$ cat src/rtl/irq_map_pkg.sv
package irq_map_pkg;
    localparam int NUM_SRC = 32;
    localparam int NUM_LVL = 12;
    localparam int MAP_W   = 4;
    localparam int NUM_FIX = 5;
    localparam int NUM_VEC = NUM_FIX + NUM_LVL;
    localparam int VEC_W   = $clog2(NUM_VEC);
    localparam int SRC_W   = $clog2(NUM_SRC);

    typedef enum logic [VEC_W-1:0] {
        VEC_RESET  = 5'd0,
        VEC_EMU    = 5'd1,
        VEC_STACK  = 5'd2,
        VEC_KERNEL = 5'd3,
        VEC_PWRDN  = 5'd4,
        VEC_USER0  = 5'd5
    } vec_id_e;

    typedef struct packed {
        logic             valid;
        logic [VEC_W-1:0] idx;
    } vec_t;

    // Lowest set bit wins; bit position equals vector index.
    function automatic vec_t pick_first(input logic [NUM_VEC-1:0] act);
        vec_t r;
        r = '0;
        for (int i = NUM_VEC - 1; i >= 0; i--) begin
            if (act[i]) begin
                r.valid = 1'b1;
                r.idx   = VEC_W'(i);
            end
        end
        return r;
    endfunction
endpackage

$ cat src/rtl/irq_map_table.sv
module irq_map_table
    import irq_map_pkg::*;
#(
    parameter int NSRC = NUM_SRC,
    parameter int NLVL = NUM_LVL,
    parameter int MW   = MAP_W
) (
    input  logic                    clk,
    input  logic                    rst,
    input  logic                    wr_en,
    input  logic [$clog2(NSRC)-1:0] wr_addr,
    input  logic [MW-1:0]           wr_data,
    input  logic [NSRC-1:0]         req,
    output logic [NLVL-1:0]         lvl_req
);
    localparam logic [MW-1:0] UNASSIGNED = '1;

    logic [MW-1:0] field_q [NSRC];

    always_ff @(posedge clk) begin
        if (rst) begin
            for (int s = 0; s < NSRC; s++) field_q[s] <= UNASSIGNED;
        end else if (wr_en) begin
            field_q[wr_addr] <= wr_data;
        end
    end

    // Per-level OR of all sources whose field names that level.
    for (genvar l = 0; l < NLVL; l++) begin : g_lvl
        logic [NSRC-1:0] hit;
        for (genvar s = 0; s < NSRC; s++) begin : g_src
            assign hit[s] = req[s] && (field_q[s] == MW'(l));
        end
        assign lvl_req[l] = |hit;
    end

    // a level request only exists with a peripheral request behind it
    p_route_has_source_r3: assert property (@(posedge clk) disable iff (rst)
        (|lvl_req) |-> (|req));
endmodule

$ cat src/rtl/irq_level_pend.sv
module irq_level_pend
    import irq_map_pkg::*;
#(
    parameter int NLVL = NUM_LVL,
    parameter int VW   = VEC_W,
    parameter int BASE = NUM_FIX
) (
    input  logic            clk,
    input  logic            rst,
    input  logic [NLVL-1:0] lvl_req,
    input  logic            ack_valid,
    input  logic [VW-1:0]   ack_idx,
    input  logic            mask_we,
    input  logic [NLVL-1:0] mask_data,
    output logic [NLVL-1:0] pend,
    output logic [NLVL-1:0] mask
);
    logic [NLVL-1:0] lvl_q;
    logic [NLVL-1:0] rise;
    logic [NLVL-1:0] ack_hit;

    for (genvar l = 0; l < NLVL; l++) begin : g_ack
        assign ack_hit[l] = ack_valid && (ack_idx == VW'(BASE + l));
    end

    assign rise = lvl_req & ~lvl_q;

    always_ff @(posedge clk) begin
        if (rst) begin
            lvl_q <= '0;
            pend  <= '0;
            mask  <= '1;
        end else begin
            lvl_q <= lvl_req;
            pend  <= rise | (pend & ~ack_hit);
            if (mask_we) mask <= mask_data;
        end
    end

    for (genvar l = 0; l < NLVL; l++) begin : g_chk
        // a rising merged request leaves the level pending
        p_rise_sets_r4: assert property (@(posedge clk) disable iff (rst)
            $rose(lvl_req[l]) |=> pend[l]);
        // acknowledge without a coincident rise clears the level
        p_ack_clears_r5: assert property (@(posedge clk) disable iff (rst)
            (ack_valid && ack_idx == VW'(BASE + l) && !$rose(lvl_req[l])) |=> !pend[l]);
    end

    // leaving reset, every level is masked and none pending
    p_reset_state_r10: assert property (@(posedge clk) disable iff (rst)
        $past(rst) |-> ((&mask) && (pend == '0)));
endmodule

$ cat src/rtl/irq_prio_enc.sv
module irq_prio_enc
    import irq_map_pkg::*;
(
    input  logic [NUM_FIX-1:0] fix_req,
    input  logic [NUM_LVL-1:0] pend,
    input  logic [NUM_LVL-1:0] mask,
    output vec_t               vec
);
    logic [NUM_VEC-1:0] active;

    assign active = {pend & ~mask, fix_req};
    assign vec    = pick_first(active);

    // the reset source is never hidden
    always_comb begin
        p_reset_wins_r8: assert (!fix_req[VEC_RESET] || (vec.valid && vec.idx == VEC_RESET));
    end
endmodule

$ cat src/rtl/irq_mapper_top.sv
module irq_mapper_top
    import irq_map_pkg::*;
(
    input  logic               clk,
    input  logic               rst,
    input  logic               map_we,
    input  logic [SRC_W-1:0]   map_addr,
    input  logic [MAP_W-1:0]   map_data,
    input  logic               mask_we,
    input  logic [NUM_LVL-1:0] mask_data,
    input  logic [NUM_SRC-1:0] irq_req,
    input  logic [NUM_FIX-1:0] fix_req,
    input  logic               ack_valid,
    input  logic [VEC_W-1:0]   ack_idx,
    output logic [NUM_LVL-1:0] lvl_pending,
    output logic               vec_valid,
    output logic [VEC_W-1:0]   vec_idx
);
    logic [NUM_LVL-1:0] lvl_req;
    logic [NUM_LVL-1:0] mask;
    vec_t               vec;

    irq_map_table #(.NSRC(NUM_SRC), .NLVL(NUM_LVL), .MW(MAP_W)) u_table (
        .clk     (clk),
        .rst     (rst),
        .wr_en   (map_we),
        .wr_addr (map_addr),
        .wr_data (map_data),
        .req     (irq_req),
        .lvl_req (lvl_req)
    );

    irq_level_pend #(.NLVL(NUM_LVL), .VW(VEC_W), .BASE(NUM_FIX)) u_pend (
        .clk       (clk),
        .rst       (rst),
        .lvl_req   (lvl_req),
        .ack_valid (ack_valid),
        .ack_idx   (ack_idx),
        .mask_we   (mask_we),
        .mask_data (mask_data),
        .pend      (lvl_pending),
        .mask      (mask)
    );

    irq_prio_enc u_enc (
        .fix_req (fix_req),
        .pend    (lvl_pending),
        .mask    (mask),
        .vec     (vec)
    );

    assign vec_valid = vec.valid;
    assign vec_idx   = vec.idx;

    logic [NUM_VEC-1:0] blocked;
    assign blocked = {mask, {NUM_FIX{1'b0}}};

    // a reported vector never names a masked level
    p_masked_hidden_r6: assert property (@(posedge clk) disable iff (rst)
        vec_valid |-> !blocked[vec_idx]);
    // an idle vector reads as index zero
    p_idle_zero_r9: assert property (@(posedge clk) disable iff (rst)
        !vec_valid |-> (vec_idx == '0));
endmodule

$ cat config.mk
export PLATFORM = sky130hd
export DESIGN_NAME = irq_mapper_top
export DESIGN_NICKNAME = d
export VERILOG_FILES = /design/src/rtl/irq_map_pkg.sv /design/src/rtl/irq_map_table.sv /design/src/rtl/irq_level_pend.sv /design/src/rtl/irq_prio_enc.sv /design/src/rtl/irq_mapper_top.sv
export SDC_FILE = /design/constraint.sdc
export NUM_CORES = 1
export LEC_CHECK = 0
export ABC_AREA = 0
export BUFFER_PORTS_ARGS = -buffer_cell sky130_fd_sc_hd__buf_2
export CAP_MARGIN = 5
export CORE_ASPECT_RATIO = 1.25
export CORE_MARGIN = 5
export CORE_UTILIZATION = 55
export CTS_CLUSTER_DIAMETER = 120
export DETAILED_ROUTE_END_ITERATION = 8
export PLACE_DENSITY = 0.75
export SLEW_MARGIN = 20
export SYNTH_ARGS = -nofsm -noshare
export SYNTH_HDL_FRONTEND = slang
export SYNTH_SLANG_ARGS = --single-unit
$ cat constraint.sdc
create_clock -name clk -period 2.65 [get_ports clk]
set_input_delay 0.3975 -clock clk [delete_from_list [all_inputs] [get_ports clk]]
set_output_delay 0.3975 -clock clk [all_outputs]
set_load 0.05 [all_outputs]
[Word level (Yosys, flattened, before mapping)]
Memory sizes are Yosys's and may differ from the RTL's.
Cells that the tools add are included.
Storage, ports and cells
  bits in registers: 36
  memory bits (writable): 128
  input port bits: 68
  logic and storage cells: 841
  memories kept: 1
Memory list
  u_table.field_q: words 32, width 4, read ports 32, clocked after memory_dff 0, wr ports 32, RTL line irq_map_table.sv:18  | logic [MW-1:0] field_q [NSRC];
Operators by class
  equality and inequality tests: 364
  multiplexer cells: 25
  bitwise logic cells: 7
  reductions and logical operators: 441
Operators with widths (number)
  equality test 4 x 3 -> 1 bit (second input constant): 128
  equality test 4 bit (second input constant): 128
  logical AND 1 bit: 396
  OR reduction 32 bit: 12
  equality test 4 x 2 -> 1 bit (second input constant): 64
  equality test 4 x 1 -> 1 bit (second input constant): 32
  logical NOT 4 bit: 32
  two-way mux 6 bit: 17
  equality test 5 x 4 -> 1 bit (second input constant): 8
  bitwise AND 12 bit: 3
  NOT 12 bit: 3
  equality test 5 x 3 -> 1 bit (second input constant): 3
  OR 12 bit: 1
  two-way mux 1 bit: 6
  equality test 5 bit (second input constant): 1
  two-way mux 5 bit: 1
  two-way mux 4 bit: 1
  OR reduction 4 bit: 1

[Depth between registers and ports, before layout]
Gate-level depths: netlist (run 1).
  depth in word-level cells: 19
  depth in mapped cells: 7
  gate-level depth less buffers: 6

[By module]
A second synthesis (run 1) with hierarchy kept.
Unflattened totals
  cell total of the unflattened synthesis: 1095
  area total of the unflattened synthesis: 10276.1 um^2
By module, submodules not included
  irq_map_table: instances 1, cells an instance 928, area an instance 8682.1 um^2, sequential area each 3843.7 um^2
  irq_level_pend: instances 1, cells an instance 122, area an instance 1270.0 um^2, sequential area each 720.7 um^2
  irq_prio_enc: instances 1, cells an instance 45, area an instance 324.1 um^2, sequential area each 0.0 um^2

[Worst setup path after synthesis (run 1)]
No wires, ideal clock.
  kind: flip-flop to output port
  start point: register u_pend.pend[7]
  end point: output vec_idx[4]
  data arrival time: 2.766 ns
  required time: 2.253 ns
  path slack: -0.513 ns
  stages on the path, launching flop included: 6
  path through: dfxtp_1 nand2b_1 a21boi_0 nand3b_1 nor2b_1 nor4b_1
Between the ends
  word-level cells in the longest chain between the ends: 14
RTL lines
  from (decl): RTL line irq_level_pend.sv:15  | output logic [NLVL-1:0] pend,
  from (signal assigned): RTL line irq_level_pend.sv:35  | pend <= rise | (pend & ~ack_hit);
  bitwise AND 12 bit: RTL line irq_prio_enc.sv:11  | assign active = {pend & ~mask, fix_req};
  two-way mux 6 bit (13 in series): RTL line irq_map_pkg.sv:29  | if (act[i]) begin
  to (decl): RTL line irq_mapper_top.sv:17  | output logic [VEC_W-1:0] vec_idx
Every way passes these cells.

[Final worst setup path (run 1)]
Ends and elaborated chain as after synthesis.

==> flow_metrics.env, run 1 <==
export IMPL_grt_pass1_wl_um=64940
export IMPL_netlist_top_cells_count="o22ai_1 (155), edfxtp_1 (128), nand2_1 (87)"
export IMPL_min_period_ns=2.534
export IMPL_final_nets=1181
export IMPL_worst_path_max_fanout=3
export IMPL_fin_area_um2=11120
export IMPL_power_share_switching_pct=30.58
export IMPL_drc=22
export IMPL_path_clk_slew_ns=0.07
export IMPL_final_seq_area_um2=4564
export IMPL_grt_pass1_vias=9770
export IMPL_r2r_end="u_pend.pend[8]"
export IMPL_failed_checks="design-rule violations"
export IMPL_via_per_inst=7.518
export IMPL_hpwl_um=35070
export IMPL_critical_path_required_ns=2.25
export IMPL_synth_area_um2=9751
export IMPL_r2r_cells=6
export IMPL_endpoint="vec_idx[4]"
export IMPL_ys_top_cells_by_area="edfxtp_1 (39%), o22ai_1 (9.9%), dfxtp_1 (7.4%)"
export IMPL_area_delta_synth_final_pct=14.09
export IMPL_synthMostInstantiatedCell="o22ai_1"
export IMPL_max_cap_viol_count=0
export IMPL_die_area_um2=20510
export IMPL_ctsLongestPathBuffers=2
export IMPL_synth_edff_count=128
export IMPL_placedCellCount=1318
export IMPL_clk_latency_ns=0.44
export IMPL_vias=10160
export IMPL_synth_nets=1091
export IMPL_finalPower_mw=7.096
export IMPL_dieHeight_um=158.9
export IMPL_setup_worst_path_end_class="output port"
export IMPL_finClkSkew_ns=0.01176
export IMPL_grt_usage_pct=44.47
export IMPL_yosysTopAreaCell="edfxtp_1"
export IMPL_io_pins=86
export IMPL_p_comb_share_pct=17.2
export IMPL_drt_total_wl_um=46060
export IMPL_place_area_um2=10480
export IMPL_h_tree_depth=4
export IMPL_cts_root_buf="clkbuf_16"
export IMPL_hold_class="in2reg"
export IMPL_rr_startpoint="u_table.field_q[10][2]"
export IMPL_cts_buffers=17
export IMPL_ys_types=44
export IMPL_seq_power_share_pct=44.2
export IMPL_peakVddDrop_uv=421.4
export IMPL_critPathLaunchType="register"
export IMPL_p_switching_mw=2.170
export IMPL_drtIter0Drc=2001
export IMPL_die_x_um=129.1
export IMPL_synth_top_area_share_pct=39.42
export IMPL_post_cts_buffers=0
export IMPL_layout_drive_gt1_share_pct=21.16
export IMPL_multi_input_area_um2=4996
export IMPL_cts_tree="done"
export IMPL_fin_ws_ns=0.1162
export IMPL_clock_sinks=164
export IMPL_fin_crit_sh_pct=95.61
export IMPL_ctsResizeCount=0
export IMPL_stdcell_count=1351
export IMPL_p_int_mw=4.926
export IMPL_synth_seq_cells=164
export IMPL_grt_max_degree=51
export IMPL_io_buffers=85
export IMPL_final_hold_viol_count=0
export IMPL_rsz0062_at_grt="no"
export IMPL_antenna_left=0
export IMPL_r2r_slack_ns=0.17
export IMPL_gp_congestion=1.263
export IMPL_maxSlewHeadroom_pct=31.87
export IMPL_setup_tns_ns=0
export IMPL_synth_ff_type="edfxtp_1"
export IMPL_num_rows=54
export IMPL_leakagePower_nw=3.666
export IMPL_syn_inst=1023
export IMPL_fillers=1401
export IMPL_max_freq_ghz=0.3947
export IMPL_setup_violations=0
export IMPL_wl_per_cell_um=34.10
export IMPL_path_class="reg2out"
export IMPL_cts_hold_buf=0
export IMPL_clkPwrFrac_pct=38.6
export IMPL_grt_overflow_total=0
export IMPL_worst_hold_slack_ns=0.1704
export IMPL_async_flop_share_pct=0
export IMPL_avgSynthCellArea_um2=9.531
export IMPL_powerDensity_nw_per_um2=637.8
export IMPL_preCtsSetupSlack_ns=0.3037
export IMPL_core_um2=17430
export IMPL_tightest_slew_ns=1.019
export IMPL_final_util_pct=63.82
export IMPL_arrival_ns=2.14
export IMPL_firstDrtPassIters=9
export IMPL_slew_viol_final=0
export IMPL_start_util_pct=55.94
export IMPL_outcome="finished, violations left"
export IMPL_yosysSeqAreaShare_pct=46.81
export IMPL_yosys_warnings=0
export IMPL_antenna_found_initial=2
export IMPL_startpoint="u_pend.pend[7]"
[power groups by stage]
stage / logic [mW] / clock network (mW) / registers (mW)
after floorplan: 0.576 / 0 / 3.23
after global placement: 1.14 / 0 / 3.17
after detailed placement: 1.14 / 0 / 3.17
after CTS: 1.14 / 2.72 / 3.12
after global routing: 1.26 / 2.83 / 3.15
final: 1.22 / 2.74 / 3.14
[state kept, by name, indices dropped and copies added, names as in the netlist]
name and cells:
u_pend.lvl_q 12, u_pend.mask 12, u_pend.pend 12, u_table.field_q 128
[layout by cell type (no fill, tap or decap), drive strengths merged, types with 4 or more instances in the layout]
master / netlist / final
or3b: 32 / 32
nor2b: 7 / 7
o32ai: 31 / 31
nor2: 45 / 45
nand2b: 74 / 74
o22ai: 155 / 155
clkbuf: 34 / 17
buf: 4 / 109
nor4: 37 / 37
nand3: 11 / 11
nand4: 5 / 5
or3: 65 / 65
a21oi: 9 / 9
or2: 85 / 85
nor3: 29 / 29
nand2: 88 / 88
dfxtp: 36 / 36
and2: 6 / 6
edfxtp: 128 / 128
bufinv: 0 / 4
mux2i: 9 / 9
o211ai: 5 / 5
inv: 8 / 16
o21ai: 31 / 31
nand3b: 70 / 70
[per-layer routing]
metal	global-route usage [%]	wire length [um]	part of all wire, %
met2	66.98	20090	44
met5	0	0	0
met1	51.66	15200	33
met3	14.89	6124	13
met4	33.91	4650	10
[logic make-up after synthesis]
group | synth area share [%]
AOI/OAI and AO/OA | 16.19
buffers and inverters | 2.066
DFF | 46.81
muxes | 0.9239
and+or+nand+nor | 34.00
[cell type report]
class | instances | share of cell area (%)
inverters | 8 | 0.3149
well taps | 224 | 2.519
repair buffers | 109 | 5.444
multi-input cells | 813 | 44.91
clock buffers | 17 | 3.824
flip-flops and latches | 164 | 41.03
diodes | 2 | 0.04499
clock inverters | 14 | 1.912
[worst min-delay path by stage]
stage | from | to | slack, ns | cells past startpoint
finish | mask_data[1] | u_pend.mask[1] | 0.17 | 3
global route | mask_data[6] | u_pend.mask[6] | 0.19 | 3
CTS | mask_data[1] | u_pend.mask[1] | 0.17 | 3
detailed placement | u_pend.lvl_q[7] | u_pend.pend[7] | 0.41 | 1
global placement | u_pend.lvl_q[7] | u_pend.pend[7] | 0.40 | 1
floorplan | u_pend.lvl_q[7] | u_pend.pend[7] | 0.40 | 1
[critical path, cell delays in order (launching register included)]
cell and delay (ns):
dfxtp_1 0.35, nand2b_1 0.11, a21boi_0 0.30, nand3b_1 0.14, nor2b_1 0.25, nor4b_2 0.23, buf_2 0.30
No activity file was read; power rests on OpenSTA's default activity.
==> inputs of run 2 (changes only) <==
Settings changed: PLACE_DENSITY 0.75 to 0.74, SYNTH_HIERARCHICAL from default to 1.
==> run 2 against run 1 <==
  * The run now ends clean
  * Non-clock buffer count grew 8
  * Clock skew grew 0.0015 ns
  * Critical path type is now reg2reg
  * Maximum frequency grew 1.2%
  * Global-route usage shrank 1.3 points
  * Largest cell class unchanged
==> flow_metrics.env, run 2 <==
export IMPL_worst_path_max_fanout=4
export IMPL_io_pins=86
export IMPL_min_from="mask_data[2]"
export IMPL_vias=10540
export IMPL_powerDensity_nw_per_um2=588.5
export IMPL_cpMaxStageDelayCell="nor4_1"
export IMPL_layout_drive_gt1_share_pct=19.80
export IMPL_cts_root_buf="clkbuf_16"
export IMPL_netlist_top_cells_count="nand2b_1 (133), edfxtp_1 (128), o22ai_1 (102)"
export IMPL_top_register="u_table/field_q"
export IMPL_cts_buffers=17
export IMPL_antenna_left=0
export IMPL_wl_per_cell_um=32.93
export IMPL_arrival_ns=2.79
export IMPL_drtIter0Drc=1610
export IMPL_clock_sinks=164
export IMPL_dieHeight_um=162.8
export IMPL_min_period_ns=2.504
export IMPL_drc=0
export IMPL_async_flop_share_pct=0
export IMPL_grt_overflow_total=0
export IMPL_crit_path_cell_trace="nand3b_1, nor3_1, nor4_1, nand4_1, or2_2, nand2b_1, a21oi_1"
export IMPL_start_util_pct=55.34
export IMPL_h_tree_depth=4
export IMPL_yosysSeqAreaShare_pct=44.42
export IMPL_synth_edff_count=128
export IMPL_firstDrtPassIters=7
export IMPL_avgSynthCellArea_um2=9.385
export IMPL_max_cap_viol_count=0
export IMPL_antenna_cells=0
export IMPL_die_area_um2=21540
export IMPL_synthMostInstantiatedCell="nand2b_1"
export IMPL_preCtsSetupSlack_ns=0.3658
export IMPL_grt_pass1_vias=9990
export IMPL_clk_latency_ns=0.44
export IMPL_fin_crit_sh_pct=94.49
export IMPL_syn_inst=1095
export IMPL_tightest_slew_ns=1.146
export IMPL_slew_viol_final=0
export IMPL_final_nets=1262
export IMPL_synth_area_um2=10280
export IMPL_max_freq_ghz=0.3994
export IMPL_largest_reg_flops=128
export IMPL_layout_common_cells="nand2b_1 (133), edfxtp_1 (128), o22ai_1 (102)"
export IMPL_via_per_inst=7.326
export IMPL_post_cts_buffers=0
export IMPL_maxSlewHeadroom_pct=23.43
export IMPL_ctsResizeCount=0
export IMPL_critPathLaunchType="register"
export IMPL_yosys_warnings=6
export IMPL_area_delta_synth_final_pct=13.43
export IMPL_critical_path_required_ns=2.93
export IMPL_ctsLongestPathBuffers=2
export IMPL_io_buffers=85
export IMPL_die_x_um=132.3
export IMPL_path_delay_family="simple AND/OR/NAND/NOR gates"
export IMPL_finClkSkew_ns=0.01329
export IMPL_hpwl_um=36320
export IMPL_rr_startpoint="u_table/field_q[4][2]"
export IMPL_min_path_cells=2
export IMPL_ys_types=61
export IMPL_synth_ff_type="edfxtp_1"
export IMPL_cp_depth=7
export IMPL_antenna_found_initial=0
export IMPL_yosysTopAreaCell="edfxtp_1"
export IMPL_rsz0062_at_grt="no"
export IMPL_grt_usage_pct=43.15
export IMPL_outcome="complete, no violations"
export IMPL_cts_hold_buf=0
export IMPL_startpoint="u_table/field_q[4][2]"
export IMPL_synth_seq_cells=164
export IMPL_path_clk_slew_ns=0.07
export IMPL_synth_top_area_share_pct=37.40
export IMPL_grt_max_degree=69
export IMPL_leakagePower_nw=3.840
export IMPL_setup_tns_ns=0
export IMPL_fin_ws_ns=0.1461
export IMPL_hold_class="in2reg"
export IMPL_synth_nets=1163
export IMPL_layout_commonest_cell="nand2b_1"
export IMPL_setup_violations=0
export IMPL_drt_total_wl_um=47380
export IMPL_cts_tree="done"
export IMPL_path_class="reg2reg"
export IMPL_setup_worst_path_end_class="register"
export IMPL_core_um2=18570
export IMPL_gp_congestion=1.233
export IMPL_ys_top_cells_by_area="edfxtp_1 (37%), nand2b_1 (8.1%), dfxtp_1 (7.0%)"
export IMPL_slowest_delay_ns=0.89
export IMPL_num_rows=56
export IMPL_worst_hold_slack_ns=0.1730
export IMPL_final_hold_viol_count=0
export IMPL_r2r_cells=7
export IMPL_critPathBufInv=0
export IMPL_grt_pass1_wl_um=66760
export IMPL_peakVddDrop_uv=405.6
## run 2: cell families (layout without fill, tap and decap cells)
group	count (synthesis)	after routing	share of synthesized area, %
and+or+nand+nor	687	687	40.66
buffers and inverters	47	159	1.985
AOI/OAI and AO/OA	197	197	12.94
DFF	164	164	44.42
## run 2: final timing paths
kind | slack, ns | to
hold / removal | 0.17 | u_pend/mask[2]
hold reg to reg | 0.48 | u_pend/pend[8]
setup reg to reg | 0.15 | u_pend/pend[4]
setup / recovery | 0.15 | u_pend/pend[4]
## run 2: area by class of cell
cell class | instances | area (um^2)
Fill cell | 1581 | 6912
Multi-Input combinational cell | 884 | 5514
Sequential cell | 164 | 4564
Timing Repair Buffer | 117 | 665.6
Clock buffer | 17 | 425.4
Tap cell | 232 | 290.3
Clock inverter | 15 | 158.9
Inverter | 10 | 37.54
## run 2: power by group
| part | leakage (nW) | switching (mW) | internal (mW) | total (mW) |
|---|---|---|---|---|
| sequential | 1.59 | 0.194 | 2.95 | 3.14 |
| clock | 0.285 | 1.17 | 1.34 | 2.51 |
| combinational | 1.97 | 0.816 | 0.394 | 1.21 |
| total | 3.84 | 2.18 | 4.68 | 6.86 |
## run 2: metrics by stage
stage | util (%) | cell area (um^2) | cells | total power [mW]
2_1_floorplan | - | 10280 | 1095 | 3.813
3_3_place_gp | 59.60 | 11070 | 1407 | 4.305
3_5_place_dp | 59.60 | 11070 | 1407 | 4.324
4_1_cts | 62.74 | 11650 | 1439 | 6.782
5_1_grt | 62.78 | 11660 | 1439 | 7.032
6_report | 62.78 | 11660 | 1439 | 6.859
## run 2: worst register-to-register path, delay by kind of cell, from the launching register on
family | cells | cell delay, ns
simple gates | 6 | 1.87
compound gates | 1 | 0.06
flops | 1 | 0.43
## run 2: layer usage
| metal | part of all wire [%] | wire length, um | vias up | global-route usage (%) |
|---|---|---|---|---|
| met5 | 0 | 0 | - | 0 |
| met1 | 34 | 16130 | 4995 | 50.16 |
| met4 | 9.3 | 4418 | 0 | 28.61 |
| met3 | 12 | 5468 | 266 | 11.87 |
| li1 | - | - | 4390 | - |
| met2 | 45 | 21360 | 891 | 69.91 |
==> inputs of run 3 (changes only) <==
Settings changed: CTS_BUF_LIST from default to sky130_fd_sc_hd__clkbuf_4 sky130_fd_sc_hd__clkbuf_8, RECOVER_POWER from default to 50.
==> run 3 against run 2 <==
  * The flow now finishes with violations (max-capacitance violations, max-slew violations)
  * Register-to-register slack about the same
  * Sequential cell count unchanged
  * Global-route usage decreased by 0.13 points
  * Sequential power about the same
  * Clock skew increased by 0.0055 ns
  * Die area unchanged
==> flow_metrics.env, run 3 (synthesized netlist as in run 2, its figures left out) <==
export IMPL_grt_max_degree=69
export IMPL_clock_sinks=164
export IMPL_worst_hold_slack_ns=0.1329
export IMPL_crit_path_cell_trace="nand3b_1, nor3_1, nor4_1, nand4_1, or2_2, nand2b_1, a21oi_1"
export IMPL_met2_length_um=21460
export IMPL_wl_met1_um=16460
export IMPL_cts_root_buf="clkbuf_8"
export IMPL_finClkSkew_ns=0.01877
export IMPL_outcome="finished, violations left"
export IMPL_place_area_um2=11070
export IMPL_worst_path_max_fanout=4
export IMPL_peakVddDrop_uv=422.4
export IMPL_antenna_cells=0
export IMPL_h_tree_depth=4
export IMPL_start_util_pct=55.34
export IMPL_critPathBufInv=0
export IMPL_setup_violations=0
export IMPL_rsz0062_at_grt="no"
export IMPL_r2r_cells=7
export IMPL_core_um2=18570
export IMPL_drt_total_wl_um=47450
export IMPL_slowest_delay_ns=0.86
export IMPL_slew_viol_final=69
export IMPL_num_rows=56
export IMPL_drtIter0Drc=1681
export IMPL_io_buffers=85
export IMPL_path_delay_family="simple AND/OR/NAND/NOR gates"
export IMPL_path_clk_slew_ns=0.10
export IMPL_antenna_left=0
export IMPL_hold_class="in2reg"
export IMPL_post_cts_buffers=0
export IMPL_fin_area_um2=11460
export IMPL_cts_hold_buf=0
export IMPL_finalPower_mw=6.224
export IMPL_met3_length_um=5314
export IMPL_clk_latency_ns=0.48
export IMPL_min_to="u_pend/mask[4]"
export IMPL_drc=0
export IMPL_critPathLaunchType="register"
export IMPL_vias=10520
export IMPL_grt_overflow_total=0
export IMPL_startpoint="u_table/field_q[4][2]"
export IMPL_die_x_um=132.3
export IMPL_setup_tns_ns=0
export IMPL_final_util_pct=61.70
export IMPL_min_period_ns=2.510
export IMPL_failed_checks="max-capacitance violations, max-slew violations"
export IMPL_cts_buffers=17
export IMPL_highest_layer="met4"
export IMPL_final_hold_viol_count=0
export IMPL_dieHeight_um=162.8
export IMPL_leakagePower_nw=3.737
export IMPL_critical_path_required_ns=2.94
export IMPL_grt_usage_pct=43.02
export IMPL_ctsLongestPathBuffers=2
export IMPL_setup_worst_path_end_class="register"
export IMPL_r2r_slack_ns=0.14
export IMPL_min_from="mask_data[4]"
export IMPL_area_delta_synth_final_pct=11.48
export IMPL_ctsResizeCount=0
export IMPL_grt_pass1_vias=9888
export IMPL_die_area_um2=21540
export IMPL_powerDensity_nw_per_um2=543.3
export IMPL_hpwl_um=36320
export IMPL_antenna_found_initial=0
export IMPL_arrival_ns=2.80
export IMPL_top_register="u_table/field_q"
export IMPL_cts_tree="done"
export IMPL_cpMaxStageDelayCell="nor4_1"
export IMPL_max_cap_viol_count=1
export IMPL_maxSlewHeadroom_pct=-2.353
export IMPL_largest_reg_flops=128
export IMPL_final_nets=1262
export IMPL_layout_common_cells="nand2b_1 (133), edfxtp_1 (128), o22ai_1 (102)"
export IMPL_fin_crit_sh_pct=94.72
export IMPL_rr_startpoint="u_table/field_q[4][2]"
export IMPL_gp_congestion=1.233
export IMPL_io_pins=86
export IMPL_layout_drive_gt1_share_pct=19.39
export IMPL_tightest_slew_ns=1.535
export IMPL_via_per_inst=7.310
export IMPL_min_path_cells=2
export IMPL_firstDrtPassIters=9
export IMPL_path_class="reg2reg"
export IMPL_wl_per_cell_um=32.97
export IMPL_grt_pass1_wl_um=66490
export IMPL_max_freq_ghz=0.3984
export IMPL_layout_commonest_cell="nand2b_1"
export IMPL_r2r_end="u_pend/pend[4]"
-- run 3: cell types whose count changed in the layout (fill, tap and decap cells not counted), sizes merged --
cell	previous run	this run
clkbuf	17	23
buf	117	111
-- run 3: stage by stage --
step,worst slack [ns],std cells
after global placement,0.3469,1407
final,0.1400,1439
after floorplan,0.3186,1095
after detailed placement,0.3658,1407
after global routing,0.1874,1439
after CTS,0.2994,1439
-- run 3: power breakdown --
part | switching [mW] | internal [mW] | leakage [nW]
combinational | 0.816 | 0.392 | 1.95
sequential | 0.196 | 2.95 | 1.59
clock | 1.09 | 0.788 | 0.198
total | 2.10 | 4.13 | 3.74
-- run 3: worst max path at each step --
stage | slack, ns | endpoint | cells past startpoint
2_1_floorplan | 0.32 | vec_idx[1] | 5
5_1_grt | 0.19 | vec_idx[1] | 6
3_3_place_gp | 0.35 | u_pend/pend[4] | 8
3_5_place_dp | 0.37 | u_pend/pend[4] | 8
6_report | 0.14 | u_pend/pend[4] | 7
4_1_cts | 0.30 | vec_idx[1] | 6
-- run 3: final cells by class --
| cell class | instances | area [um^2] |
|---|---|---|
| fill | 1613 | 7112 |
| multi-input combinational | 884 | 5514 |
| sequential | 164 | 4564 |
| timing repair buffer | 117 | 656.9 |
| tap | 232 | 290.3 |
| clock buffer | 17 | 234.0 |
| clock inverter | 15 | 158.9 |
| inverter | 10 | 37.54 |
-- run 3: worst register-to-register path: cells and delay by family (launching register included) --
| family | cells | cell delay, ns |
|---|---|---|
| DFF | 1 | 0.44 |
| and+or+nand+nor | 6 | 1.83 |
| AOI/OAI and AO/OA | 1 | 0.06 |
-- run 3: metal layers --
metal  GRT usage, %  vias up
met5              0        -
met2          70.87      881
met3          10.07      247
met1          51.00     5000
li1               -     4391
met4          26.48        0
